File: src/rtl/adc_seq_pkg.sv
package adc_seq_pkg;
  localparam int FRAME_LEN = 16;
  localparam int CH_W      = 3;
  localparam int SMP_W     = 12;
  localparam int RX_LEN    = CH_W + SMP_W;
  localparam int N_BOOT    = 2;
  localparam int BOOT_W    = $clog2(N_BOOT + 1);

  typedef struct packed {
    logic [CH_W-1:0]  ch;
    logic [SMP_W-1:0] smp;
  } result_t;

  // Command word: write flag, two zeros, channel, power bits set, then zeros.
  function automatic logic [FRAME_LEN-1:0] cmd_word(input logic w,
                                                    input logic [CH_W-1:0] a);
    logic [11:0] c;
    c = {w, 2'b00, a, 2'b11, 4'b0000};
    return {c, {(FRAME_LEN-12){1'b0}}};
  endfunction
endpackage

File: src/rtl/adc_bit_timer.sv
module adc_bit_timer #(
  parameter int HALF_PER = 1,
  parameter int FRAME    = 16
) (
  input  logic clk,
  input  logic rst_n,
  input  logic start,
  output logic busy,
  output logic in_frame,
  output logic sclk,
  output logic sample_stb,
  output logic shift_stb,
  output logic frame_end,
  output logic run_end
);
  localparam int PER = 2 * HALF_PER;
  localparam int PW  = (PER > 2) ? $clog2(PER) : 1;
  localparam int BW  = $clog2(FRAME + 1);
  localparam logic [PW-1:0] PH_MID  = PW'(HALF_PER - 1);
  localparam logic [PW-1:0] PH_END  = PW'(PER - 1);
  localparam logic [BW-1:0] BIT_LST = BW'(FRAME - 1);
  localparam logic [BW-1:0] BIT_TL  = BW'(FRAME);

  logic          active_q;
  logic [BW-1:0] bit_q;
  logic [PW-1:0] ph_q;

  always_ff @(posedge clk or negedge rst_n) begin
    if (!rst_n) begin
      active_q <= 1'b0;
      bit_q    <= '0;
      ph_q     <= '0;
    end else if (!active_q) begin
      if (start) begin
        active_q <= 1'b1;
        bit_q    <= '0;
        ph_q     <= '0;
      end
    end else if (ph_q == PH_END) begin
      ph_q <= '0;
      if (bit_q == BIT_TL) active_q <= 1'b0;
      else                 bit_q    <= bit_q + 1'b1;
    end else begin
      ph_q <= ph_q + 1'b1;
    end
  end

  assign busy       = active_q;
  assign in_frame   = active_q && (bit_q != BIT_TL);
  assign sclk       = !in_frame || (ph_q > PH_MID);
  assign sample_stb = in_frame && (ph_q == PH_MID);
  assign shift_stb  = in_frame && (ph_q == PH_END);
  assign frame_end  = shift_stb && (bit_q == BIT_LST);
  assign run_end    = active_q && (bit_q == BIT_TL) && (ph_q == PH_END);
endmodule

File: src/rtl/adc_tx_shift.sv
module adc_tx_shift #(
  parameter int W = 16
) (
  input  logic         clk,
  input  logic         rst_n,
  input  logic         load,
  input  logic [W-1:0] load_val,
  input  logic         shift,
  input  logic         enable,
  output logic         sout
);
  logic [W-1:0] sr_q;

  always_ff @(posedge clk or negedge rst_n) begin
    if (!rst_n)     sr_q <= '0;
    else if (load)  sr_q <= load_val;
    else if (shift) sr_q <= {sr_q[W-2:0], 1'b0};
  end

  assign sout = enable & sr_q[W-1];
endmodule

File: src/rtl/adc_rx_shift.sv
module adc_rx_shift #(
  parameter int W = 15
) (
  input  logic         clk,
  input  logic         rst_n,
  input  logic         shift,
  input  logic         sin,
  output logic [W-1:0] q
);
  always_ff @(posedge clk or negedge rst_n) begin
    if (!rst_n)     q <= '0;
    else if (shift) q <= {q[W-2:0], sin};
  end
endmodule

File: src/rtl/adc_conv_ctrl.sv
module adc_conv_ctrl
  import adc_seq_pkg::*;
#(
  parameter int HALF_PER = 1
) (
  input  logic             clk,
  input  logic             rst_n,
  input  logic             go,
  input  logic             wr,
  input  logic [CH_W-1:0]  addr,
  output logic [CH_W-1:0]  chan,
  output logic [SMP_W-1:0] data,
  output logic             done,
  output logic             cs_n,
  output logic             sclk,
  output logic             mosi,
  input  logic             miso
);
  logic busy, in_frame, sample_stb, shift_stb, frame_end, run_end, start;
  logic [BOOT_W-1:0] boot_left_q;
  logic              booting, cur_boot_q;
  logic              pend_q, pend_wr_q;
  logic [CH_W-1:0]   pend_addr_q;
  logic              launch_wr;
  logic [CH_W-1:0]   launch_addr;
  logic [FRAME_LEN-1:0] tx_word;
  logic [RX_LEN-1:0] rx_bits;
  result_t           res_q;

  assign booting     = (boot_left_q != '0);
  assign start       = !busy && (booting || pend_q || go);
  assign launch_wr   = pend_q ? pend_wr_q : wr;
  assign launch_addr = pend_q ? pend_addr_q : addr;
  assign tx_word     = booting ? '1 : cmd_word(launch_wr, launch_addr);

  adc_bit_timer #(.HALF_PER(HALF_PER), .FRAME(FRAME_LEN)) u_timer (
    .clk(clk), .rst_n(rst_n), .start(start), .busy(busy),
    .in_frame(in_frame), .sclk(sclk), .sample_stb(sample_stb),
    .shift_stb(shift_stb), .frame_end(frame_end), .run_end(run_end)
  );

  adc_tx_shift #(.W(FRAME_LEN)) u_tx (
    .clk(clk), .rst_n(rst_n), .load(start), .load_val(tx_word),
    .shift(shift_stb), .enable(in_frame), .sout(mosi)
  );

  adc_rx_shift #(.W(RX_LEN)) u_rx (
    .clk(clk), .rst_n(rst_n), .shift(sample_stb), .sin(miso), .q(rx_bits)
  );

  // Start-up bookkeeping and the request held over start-up.
  always_ff @(posedge clk or negedge rst_n) begin
    if (!rst_n) begin
      boot_left_q <= BOOT_W'(N_BOOT);
      cur_boot_q  <= 1'b0;
      pend_q      <= 1'b0;
      pend_wr_q   <= 1'b0;
      pend_addr_q <= '0;
    end else begin
      if (start) cur_boot_q <= booting;
      if (run_end && cur_boot_q) boot_left_q <= boot_left_q - 1'b1;
      if (booting && go) begin
        pend_q      <= 1'b1;
        pend_wr_q   <= wr;
        pend_addr_q <= addr;
      end else if (start && !booting) begin
        pend_q <= 1'b0;
      end
    end
  end

  always_ff @(posedge clk or negedge rst_n) begin
    if (!rst_n) begin
      res_q <= '0;
      done  <= 1'b0;
    end else begin
      done <= frame_end && !cur_boot_q;
      if (frame_end && !cur_boot_q) res_q <= result_t'(rx_bits);
    end
  end

  assign chan = res_q.ch;
  assign data = res_q.smp;
  assign cs_n = !in_frame;
endmodule

File: config.mk
export PLATFORM = sky130hd
export DESIGN_NAME = adc_conv_ctrl
export DESIGN_NICKNAME = d
export VERILOG_FILES = /design/src/rtl/adc_seq_pkg.sv /design/src/rtl/adc_bit_timer.sv /design/src/rtl/adc_tx_shift.sv /design/src/rtl/adc_rx_shift.sv /design/src/rtl/adc_conv_ctrl.sv
export SDC_FILE = /design/constraint.sdc
export NUM_CORES = 1
export LEC_CHECK = 0
export BUFFER_PORTS_ARGS = -buffer_cell sky130_fd_sc_hd__buf_2
export CORE_UTILIZATION = 40
export CTS_BUF_LIST = sky130_fd_sc_hd__clkbuf_8
export DETAILED_ROUTE_END_ITERATION = 8
export PLACE_DENSITY = 0.68
export SYNTH_ARGS = -nofsm -noshare
export SYNTH_HDL_FRONTEND = slang
export SYNTH_SLANG_ARGS = --single-unit
File: constraint.sdc
create_clock -name clk -period 6 [get_ports clk]
set_input_delay 0.3 -clock clk [delete_from_list [all_inputs] [get_ports clk]]
set_output_delay 0.3 -clock clk [all_outputs]
set_load 0.005 [all_outputs]
Word level (Yosys, flattened, before mapping)
Index checks and enable logic that the tools add are counted.
W data, S select, Z words.

operators by class
  add/sub/neg operators = 3
  magnitude comparators = 1
  eq/ne operators = 5
  multiplexer cells = 18
  bitwise gates (word level) = 2
  reduce and logical (&&, ||, !) cells = 23

operator list
  operator               number
  $mux W16               3
  $mux W5                4
  $logic_and A1 B1 Y1    11
  $mux W1                10
  $reduce_bool A2 Y1     4
  $add A5 B1 Y5 const B  1
  $eq A5 B4 Y1 const B   1
  $eq A5 B5 Y1 const B   1
  $ne A5 B5 Y1 const B   1
  $logic_not A1 Y1       4
  $ne A2 B2 Y1 const B   2
  $logic_or A1 B1 Y1     3
  $mux W3                1
  $reduce_and A3 Y1      1
  $sub A2 B1 Y2 const B  1
  $add A1 B1 Y1 const B  1
  $and A1 B1 Y1          1
  $gt A1 B1 Y1 const B   1
  $not A1 Y1             1

storage, ports and cells
  flip-flop bits (word level) = 62
  input port bits = 8
  output and inout port bits = 19
  word-level logic and storage cells = 65

Logic depth before layout (Yosys ltp)
Gate-level depths: netlist (run 1).

  depth in word-level cells = 7
  mapped depth = 7
  mapped depth without buffers = 5

Hierarchy
Synthesis (run 1) repeated with hierarchy kept, for this count alone.

unflattened totals
  cell total of the unflattened synthesis = 221
  area total of the unflattened synthesis = 2,842.7 um2

by module, submodules not included
  module         instances  cells an instance  area each (um2)  seq. area each (um2)
  adc_conv_ctrl  1          73                 1,053.5          601.8
  adc_tx_shift   1          70                 748.2            400.4
  adc_rx_shift   1          32                 613.1            375.4
  adc_bit_timer  1          46                 427.9            175.2

Worst setup path before layout (run 1)
No wires, ideal clock.

  path kind = reg-to-reg
  from = register u_timer.bit_q[0]
  to = register res_q (netlist bit chan[0])
  setup time = 0.125 ns
  arrival time = 1.900 ns
  data required time = 5.875 ns
  path slack = 3.975 ns
  cell stages (with the launch flop) = 8
  buffers on the path = 2
  period minus slack after synthesis = 2.025 ns
  path through = dfrtp_1 inv_1 ha_1 and4bb_1 buf_6 nor4b_4 buf_6 mux2_2

between the ends
  word-level cells in the longest chain between the ends = 5
  elaborated cells between the ends (all ways) = 6
  classes of those cells = 2 x eq/ne; 4 x reduce/logical

ends and longest elaborated chain
  item                      RTL line             source
  start: declaration        adc_bit_timer.sv:25  logic [BW-1:0] bit_q;
  start signal: assignment  adc_bit_timer.sv:42  else bit_q <= bit_q + 1'b1;
  $ne A5 B5 Y1              adc_bit_timer.sv:49  assign in_frame = active_q && (bit_q != BIT_TL);
  $logic_and A1 B1 Y1       adc_bit_timer.sv:49
  $logic_and A1 B1 Y1       adc_bit_timer.sv:52  assign shift_stb = in_frame && (ph_q == PH_END);
  $logic_and A1 B1 Y1 (*)   adc_bit_timer.sv:53  assign frame_end = shift_stb && (bit_q == BIT_LST);
  $logic_and A1 B1 Y1 (*)   adc_conv_ctrl.sv:78  if (frame_end && !cur_boot_q) res_q <= result_t'(rx_bits);
  end signal: assignment    adc_conv_ctrl.sv:78
  end: declaration          adc_conv_ctrl.sv:28  result_t res_q;

Every way passes the cells marked *; elsewhere a longest branch is shown, timed or not.
A chain may end at the register's enable or synchronous reset.

Worst setup path after layout (run 1)
  from = register u_timer.active_q, in the netlist u_timer.busy
  to = output sclk

between the ends
  word-level cells in the longest chain between the ends = 3

ends and longest elaborated chain
  item                      RTL line             source
  start: declaration        adc_bit_timer.sv:24  logic active_q;
  start signal: assignment  adc_bit_timer.sv:30  active_q <= 1'b0;
  start signal: assignment  adc_bit_timer.sv:35  active_q <= 1'b1;
  start signal: assignment  adc_bit_timer.sv:41  if (bit_q == BIT_TL) active_q <= 1'b0;
  $logic_and A1 B1 Y1       adc_bit_timer.sv:49
  $logic_not A1 Y1          adc_bit_timer.sv:50  assign sclk = !in_frame || (ph_q > PH_MID);
  $logic_or A1 B1 Y1        adc_bit_timer.sv:50
  end: declaration          adc_conv_ctrl.sv:15  output logic sclk,

Every way passes these cells.

==> results of run 1 <==
-- cell usage in the layout (no fill, tap or decap), types with 4 or more instances in the layout --
master / count
ha_1: 4
a22o_1: 13
inv_1: 11
o22ai_1: 8
mux2_2: 34
buf_2: 26
nand2_1: 21
o221a_2: 4
dfrtp_1: 61
o21ai_0: 14
clkbuf_8: 9
-- power by group --
part           internal [mW]  total (mW)  switching [mW]  leakage (nW)
clock network          0.188       0.349           0.161        0.0924
logic                0.00819      0.0196          0.0114         0.633
registers              0.426       0.431         0.00504         0.732
-- cell type report --
cell class	count	area (um2)	area share
timing repair buffer	27	138	0.0455
sequential	62	1550	0.514
tap	77	96.3	0.0319
clock buffer	9	124	0.0410
multi-input combinational	123	1010	0.334
clock inverter	7	66.3	0.0219
inverter	10	37.5	0.0124
-- cells by family after synthesis --
family,count (synthesis),share of synthesized area
muxes,36,0.151
and+or+nand+nor,37,0.0831
buffers and inverters,23,0.0394
xor gates and xnor gates,1,0.00329
AOI/OAI and AO/OA,45,0.122
DFF,62,0.582
adders and majority gates,4,0.0188
-- sequential cells by signal, summed over array words and instances (netlist names), 2 cells and up --
name           count
u_tx.sr_q         16
pend_addr_q        3
data              12
u_timer.bit_q      5
chan               3
boot_left_q        2
u_rx.q            15
-- cells in the mapped netlist --
| master | count | share of area |
|---|---|---|
| dfrtp_1 | 61 | 0.57 |
| mux2_2 | 34 | 0.14 |
| nand2_1 | 21 | 0.030 |
| o21ai_0 | 14 | 0.026 |
| a22o_1 | 13 | 0.043 |
| inv_1 | 10 | 0.014 |
| o22ai_1 | 8 | 0.019 |
| clkbuf_1 | 7 | 0.0099 |
| ha_1 | 4 | 0.019 |
| o221a_2 | 4 | 0.017 |
| buf_2 | 3 | 0.0056 |
| nand4_1 | 3 | 0.0070 |
| o22a_1 | 3 | 0.0099 |
| and3_1 | 2 | 0.0047 |
| buf_6 | 2 | 0.0084 |
| mux2i_1 | 2 | 0.0075 |
| nand4bb_1 | 2 | 0.0084 |
| a21boi_0 | 1 | 0.0028 |
| a21oi_1 | 1 | 0.0019 |
| and4bb_1 | 1 | 0.0047 |
| buf_1 | 1 | 0.0014 |
| dfstp_2 | 1 | 0.0099 |
| nand2b_1 | 1 | 0.0023 |
| nand3_1 | 1 | 0.0019 |
| nand3b_1 | 1 | 0.0028 |
| nor2_2 | 1 | 0.0023 |
| nor3b_2 | 1 | 0.0047 |
| nor4b_1 | 1 | 0.0033 |
| nor4b_4 | 1 | 0.0089 |
| o211ai_1 | 1 | 0.0028 |
| or2_2 | 1 | 0.0023 |
| xnor2_1 | 1 | 0.0033 |
-- worst paths after layout --
| check | startpoint | to | slack, ns | cells past startpoint |
|---|---|---|---|---|
| max | u_timer.busy | sclk | 2.82 | 4 |
| min | rst_n | pend_addr_q[0] | 0.11 | 2 |
| max reg2reg | u_timer.busy | u_rx.q[10] | 3.15 | 3 |
| min reg2reg | boot_left_q[0] | boot_left_q[0] | 0.47 | 1 |
| max in group asynchronous | rst_n | u_tx.sr_q[5] | 5.38 | 2 |
| min in group clk | wr | pend_wr_q | 0.22 | 2 |
-- stage by stage --
stage / hold WS, ns / instances
after detailed placement: 0.469 / 299
after CTS: 0.149 / 315
final: 0.112 / 315
after global routing: 0.183 / 315
after global placement: 0.462 / 299
after floorplan: 0.00441 / 208
-- per-layer routing --
| layer | wire length (um) | track usage | vias to the layer above |
|---|---|---|---|
| li1 | - | - | 810 |
| met1 | 2240 | 0.198 | 839 |
| met2 | 2060 | 0.208 | 23 |
| met3 | 180 | 0.0514 | 7 |
| met4 | 72 | 0.0740 | 0 |
| met5 | 0 | 0 | - |
==> key figures, run 1 <==
Run status
  • Status: completed

Timing
  • Hold Vio Cnt, Final: 0
  • Sum of negative setup slack: 0 ns
  • Max-slew headroom: 0.265
  • Final Worst Setup Slack: 2.82 ns
  • Slew Limit Fails: 0
  • Layout Skew: about 0.007 ns
  • Final min period: roughly 3.2 ns
  • Period Utilization, post-route: 0.530
  • Setup violations, final: 0
  • Worst slew pin tran: 1.10 ns
  • Achievable frequency: 314 MHz
  • RSZ-0062 raised after global routing: no

Floorplan
  • Starting Density: 0.418
  • CORE AREA: approximately 6400 um2
  • Die Width: 83.6 um
  • Die area: about 7000 um2
  • Die H: between 80 and 90 um
  • # rows: 29
  • I/O pin total: 27

Drt
  • Vias: approximately 1.7k
  • DR pass1 iterations: 5
  • Avg Vias per Cell: approximately 5.3
  • Final WL: 4.55 mm
  • WL/cell: 14.5 um
  • Drt initial violations: between 90 and 100
  • Post-route ant nets: 0
  • DRC violation count after routing: 0

Hold path
  • HP Class: in2async

Critical path
  • Worst path bufs/invs: 2
  • Setup Crit Path Kind: reg2out
  • Startpoint types: flip-flop
  • Crit path largest cell delay: 0.98 ns
  • Worst path cell trace: nand2b_1, nor2_2, inv_1, buf_2
  • Crit path arrival time: 2.88 ns
  • Worst-path maximum fanout: 36
  • Req. time, crit path: 5.70 ns
  • Largest delay contributor family on the critical path: simple AND/OR/NAND/NOR gates
  • Critical Path End Type: primary output
  • Worst path slowest cell: dfrtp_1

Place
  • Routability cong.: around 0.76
  • # port buffers: 26
  • Placed Area: 2830 um2
  • HPWL after DPL: roughly 2.8 mm
  • Pre-CTS setup slack: 3.20 ns

Clock network
  • Post-cts resize count: 0
  • Hold buffer count at CTS: 0
  • CTS tree: done
  • Root buffer selected by CTS: clkbuf_8
  • Post-CTS setup buffers: 0
  • Clock Latency Late Sink: 0.34 ns
  • H-tree depth: 3
  • Clk sink count: 62
  • Worst-path clk slew: 0.06 ns
  • Clock Path Buffers: 2
  • Total CTS buffers: 9

GRT
  • Vias in the first global route: between 1.5k and 2k
  • Initial antenna violation count: 0
  • Grt total ovfl: 0
  • First-pass GRT wire length: 7.98 mm
  • Largest net degree at the start of global routing: 63
  • GRT Overall Usage: 0.146

Logic synthesis
  • Seq/Total Area, Yosys: 0.582
  • Netlist cell types: 32
  • Mapped Area: 2670 um2
  • Synth Warn #: 0
  • Post-synthesis net count: between 200 and 250
  • Synth Instances: 208
  • Syn_area_per_cell: 12.8 um2
  • Register bit total from synthesis: 62

Pwr
  • Total power: approximately 0.8 mW
  • PD cells: roughly 260 nW/um2
  • Total leakage power: 1.46 nW
  • Peak VDD IR: 124 uV

Cells and area
  • Final core occ: 0.473
  • # diodes: 0
  • Layout cell share with drive strength beyond 1: 0.357
  • Final Cell Area: 3020 um2
  • # nets final: 245
  • Layout overhead on the synthesized area: 13.4%
  • # fillers: just under 600

Job
  • MaxCap Viol Count: 0
(Power assumes the default switching activity.)
==> inputs of run 2 (changes only) <==
- PLACE_DENSITY: 0.68 -> 0.7
- clock period: 6 -> 2.7 ns (I/O delays scaled with it)
==> run 2 against run 1 <==
Clock power is 140% higher. Highest routed layer unchanged. Clock-buffer cell count is 2 higher. Flip-flop and latch count stayed put. Via count is 3.3% higher. Sequential power is 120% higher. First-iteration DRC count is 15% lower.
==> key figures, run 2 (synthesis results as in run 1) <==
Critical path
  • Most Frequent Cell on Critical Path: inv_1
  • Critical Path End Type: primary output
  • Reg2reg setup slack: 0.56 ns
  • Startpoint types: flip-flop
  • Worst path bufs/invs: 4
  • Critical R2R Capture: data[5]
  • Worst r2r path cells: 6
  • Worst path slowest cell: and4bb_1
  • Crit path largest cell delay: 0.60 ns
  • Crit path arrival time: between 2 and 2.5 ns
  • Worst-path maximum fanout: 18
  • Req. time, crit path: around 2.6 ns
  • Largest delay contributor family on the critical path: simple AND/OR/NAND/NOR gates
  • Setup Crit Path Kind: reg2out
  • Reg2reg start: u_timer.bit_q[0]
  • Worst path cell trace: inv_1, ha_1, and4bb_1, nor2_2, buf_4, inv_1, buf_2

Place
  • Pre-CTS setup slack: 0.547 ns
  • HPWL after DPL: 3.10 mm
  • Placed Area: 2880 um2
  • Routability cong.: 0.743
  • # port buffers: 26

GRT
  • Grt total ovfl: 0
  • GRT Overall Usage: 0.151
  • First-pass GRT wire length: 8.26 mm
  • Vias in the first global route: 1723
  • Initial antenna violation count: 0
  • Largest net degree at the start of global routing: 38

Clock network
  • Clock Path Buffers: 2
  • Root buffer selected by CTS: clkbuf_8
  • Post-cts resize count: 0
  • Clk sink count: 62
  • H-tree depth: 3
  • CTS tree: done
  • Total CTS buffers: 9
  • Post-CTS setup buffers: 0
  • Clock Latency Late Sink: 0.34 ns
  • Worst-path clk slew: 0.07 ns

Cells and area
  • Max reg flops: 16
  • # diodes: 0
  • Layout cell share with drive strength beyond 1: 0.376
  • Final Cell Area: 3100 um2
  • Layout overhead on the synthesized area: 16.1%
  • Reg with most FFs: u_tx.sr_q
  • Most common cell after layout, fill and taps aside: dfrtp_1
  • # nets final: 252
  • Commonest non-fill, non-tap cells in the layout: dfrtp_1 (61), mux2_2 (34), buf_2 (26)

Timing
  • RSZ-0062 raised after global routing: no
  • Max-slew headroom: 0.467
  • Achievable frequency: approximately 460 MHz
  • Layout Skew: 0.00798 ns
  • Sum of negative setup slack: 0 ns
  • Final min period: between 2 and 2.5 ns
  • Worst slew pin tran: ~0.80 ns
  • Hold Vio Cnt, Final: 0
  • Final Worst Setup Slack: 0.515 ns
  • Slew Limit Fails: 0
  • Setup violations, final: 0
  • Period Utilization, post-route: 0.809

Hold path
  • HP Class: in2reg
  • Hold Path End: u_rx.q[0]
  • Hold Path Depth: 2
  • Min-delay src: miso

Drt
  • DRC violation count after routing: 0
  • Drt initial violations: 84
  • Avg Vias per Cell: 5.39
  • Vias: between 1.5k and 2k
  • DR pass1 iterations: 4
  • Final WL: 4.66 mm
  • WL/cell: 14.5 um
  • Post-route ant nets: 0

Floorplan
  • CORE AREA: 6390 um2
  • # rows: 29
  • Die area: 7000 um2
  • Die Width: 83.6 um
  • I/O pin total: 27
  • Starting Density: 0.418
  • Die H: about 84 um

Run status
  • Status: completed

Pwr
  • Total power: about 1.8 mW
  • Peak VDD IR: 293 uV
  • Total leakage power: 1.50 nW
  • PD cells: 593 nW/um2

Job
  • MaxCap Viol Count: 0
[run 2: worst max path at each step]
stage / startpoint / end / slack, ns / depth (start not counted)
6_report: u_timer.bit_q[0] / sclk / 0.52 / 7
3_5_place_dp: u_timer.bit_q[0] / data[5] / 0.55 / 6
4_1_cts: u_timer.bit_q[0] / sclk / 0.50 / 7
5_1_grt: u_timer.bit_q[0] / sclk / 0.33 / 7
2_1_floorplan: u_timer.bit_q[0] / chan[0] / 0.68 / 7
3_3_place_gp: u_timer.bit_q[0] / data[6] / 0.61 / 6
[run 2: metrics by stage]
step                      cells   util  hold slack [ns]
final                       322  0.485           0.0273
after global routing        322  0.485           0.0130
after CTS                   322  0.485           0.0139
after detailed placement    305  0.451            0.277
after global placement      305  0.451            0.263
after floorplan             208      -           -0.161
[run 2: layout make-up]
cell class / instances / area [um2]
fill: 566 / 3290
sequential: 62 / 1550
multi-input combinational: 123 / 1010
timing repair buffer: 34 / 193
clock inverter: 5 / 57.6
clock buffer: 11 / 151
inverter: 10 / 37.5
tap: 77 / 96.3
[run 2: repair_timing]
item / 4_1_cts / 5_1_grt
hold endpoints to repair: 34 / 0
hold buffers: 1 / 0
endpoints found under the setup margin: 0 / 0
[run 2: where the power goes]
part	internal, mW	switching, mW
Clock	0.474	0.358
Sequential	0.946	0.0107
Combinational	0.0201	0.0253
[run 2: metal layers]
metal  track usage  up-vias  part of all wire
met5             0        -                 0
met4        0.0801        0             0.022
met3        0.0425        8             0.039
met2         0.227       32              0.48
met1         0.198      876              0.46
li1              -      819                 -
[run 2: worst register-to-register path: stages (launching register included)]
cell and delay (ns):
dfrtp_1 0.41, inv_1 0.06, ha_1 0.20, and4bb_1 0.40, nor4b_4 0.32, buf_4 0.27
mux2_2 0.37
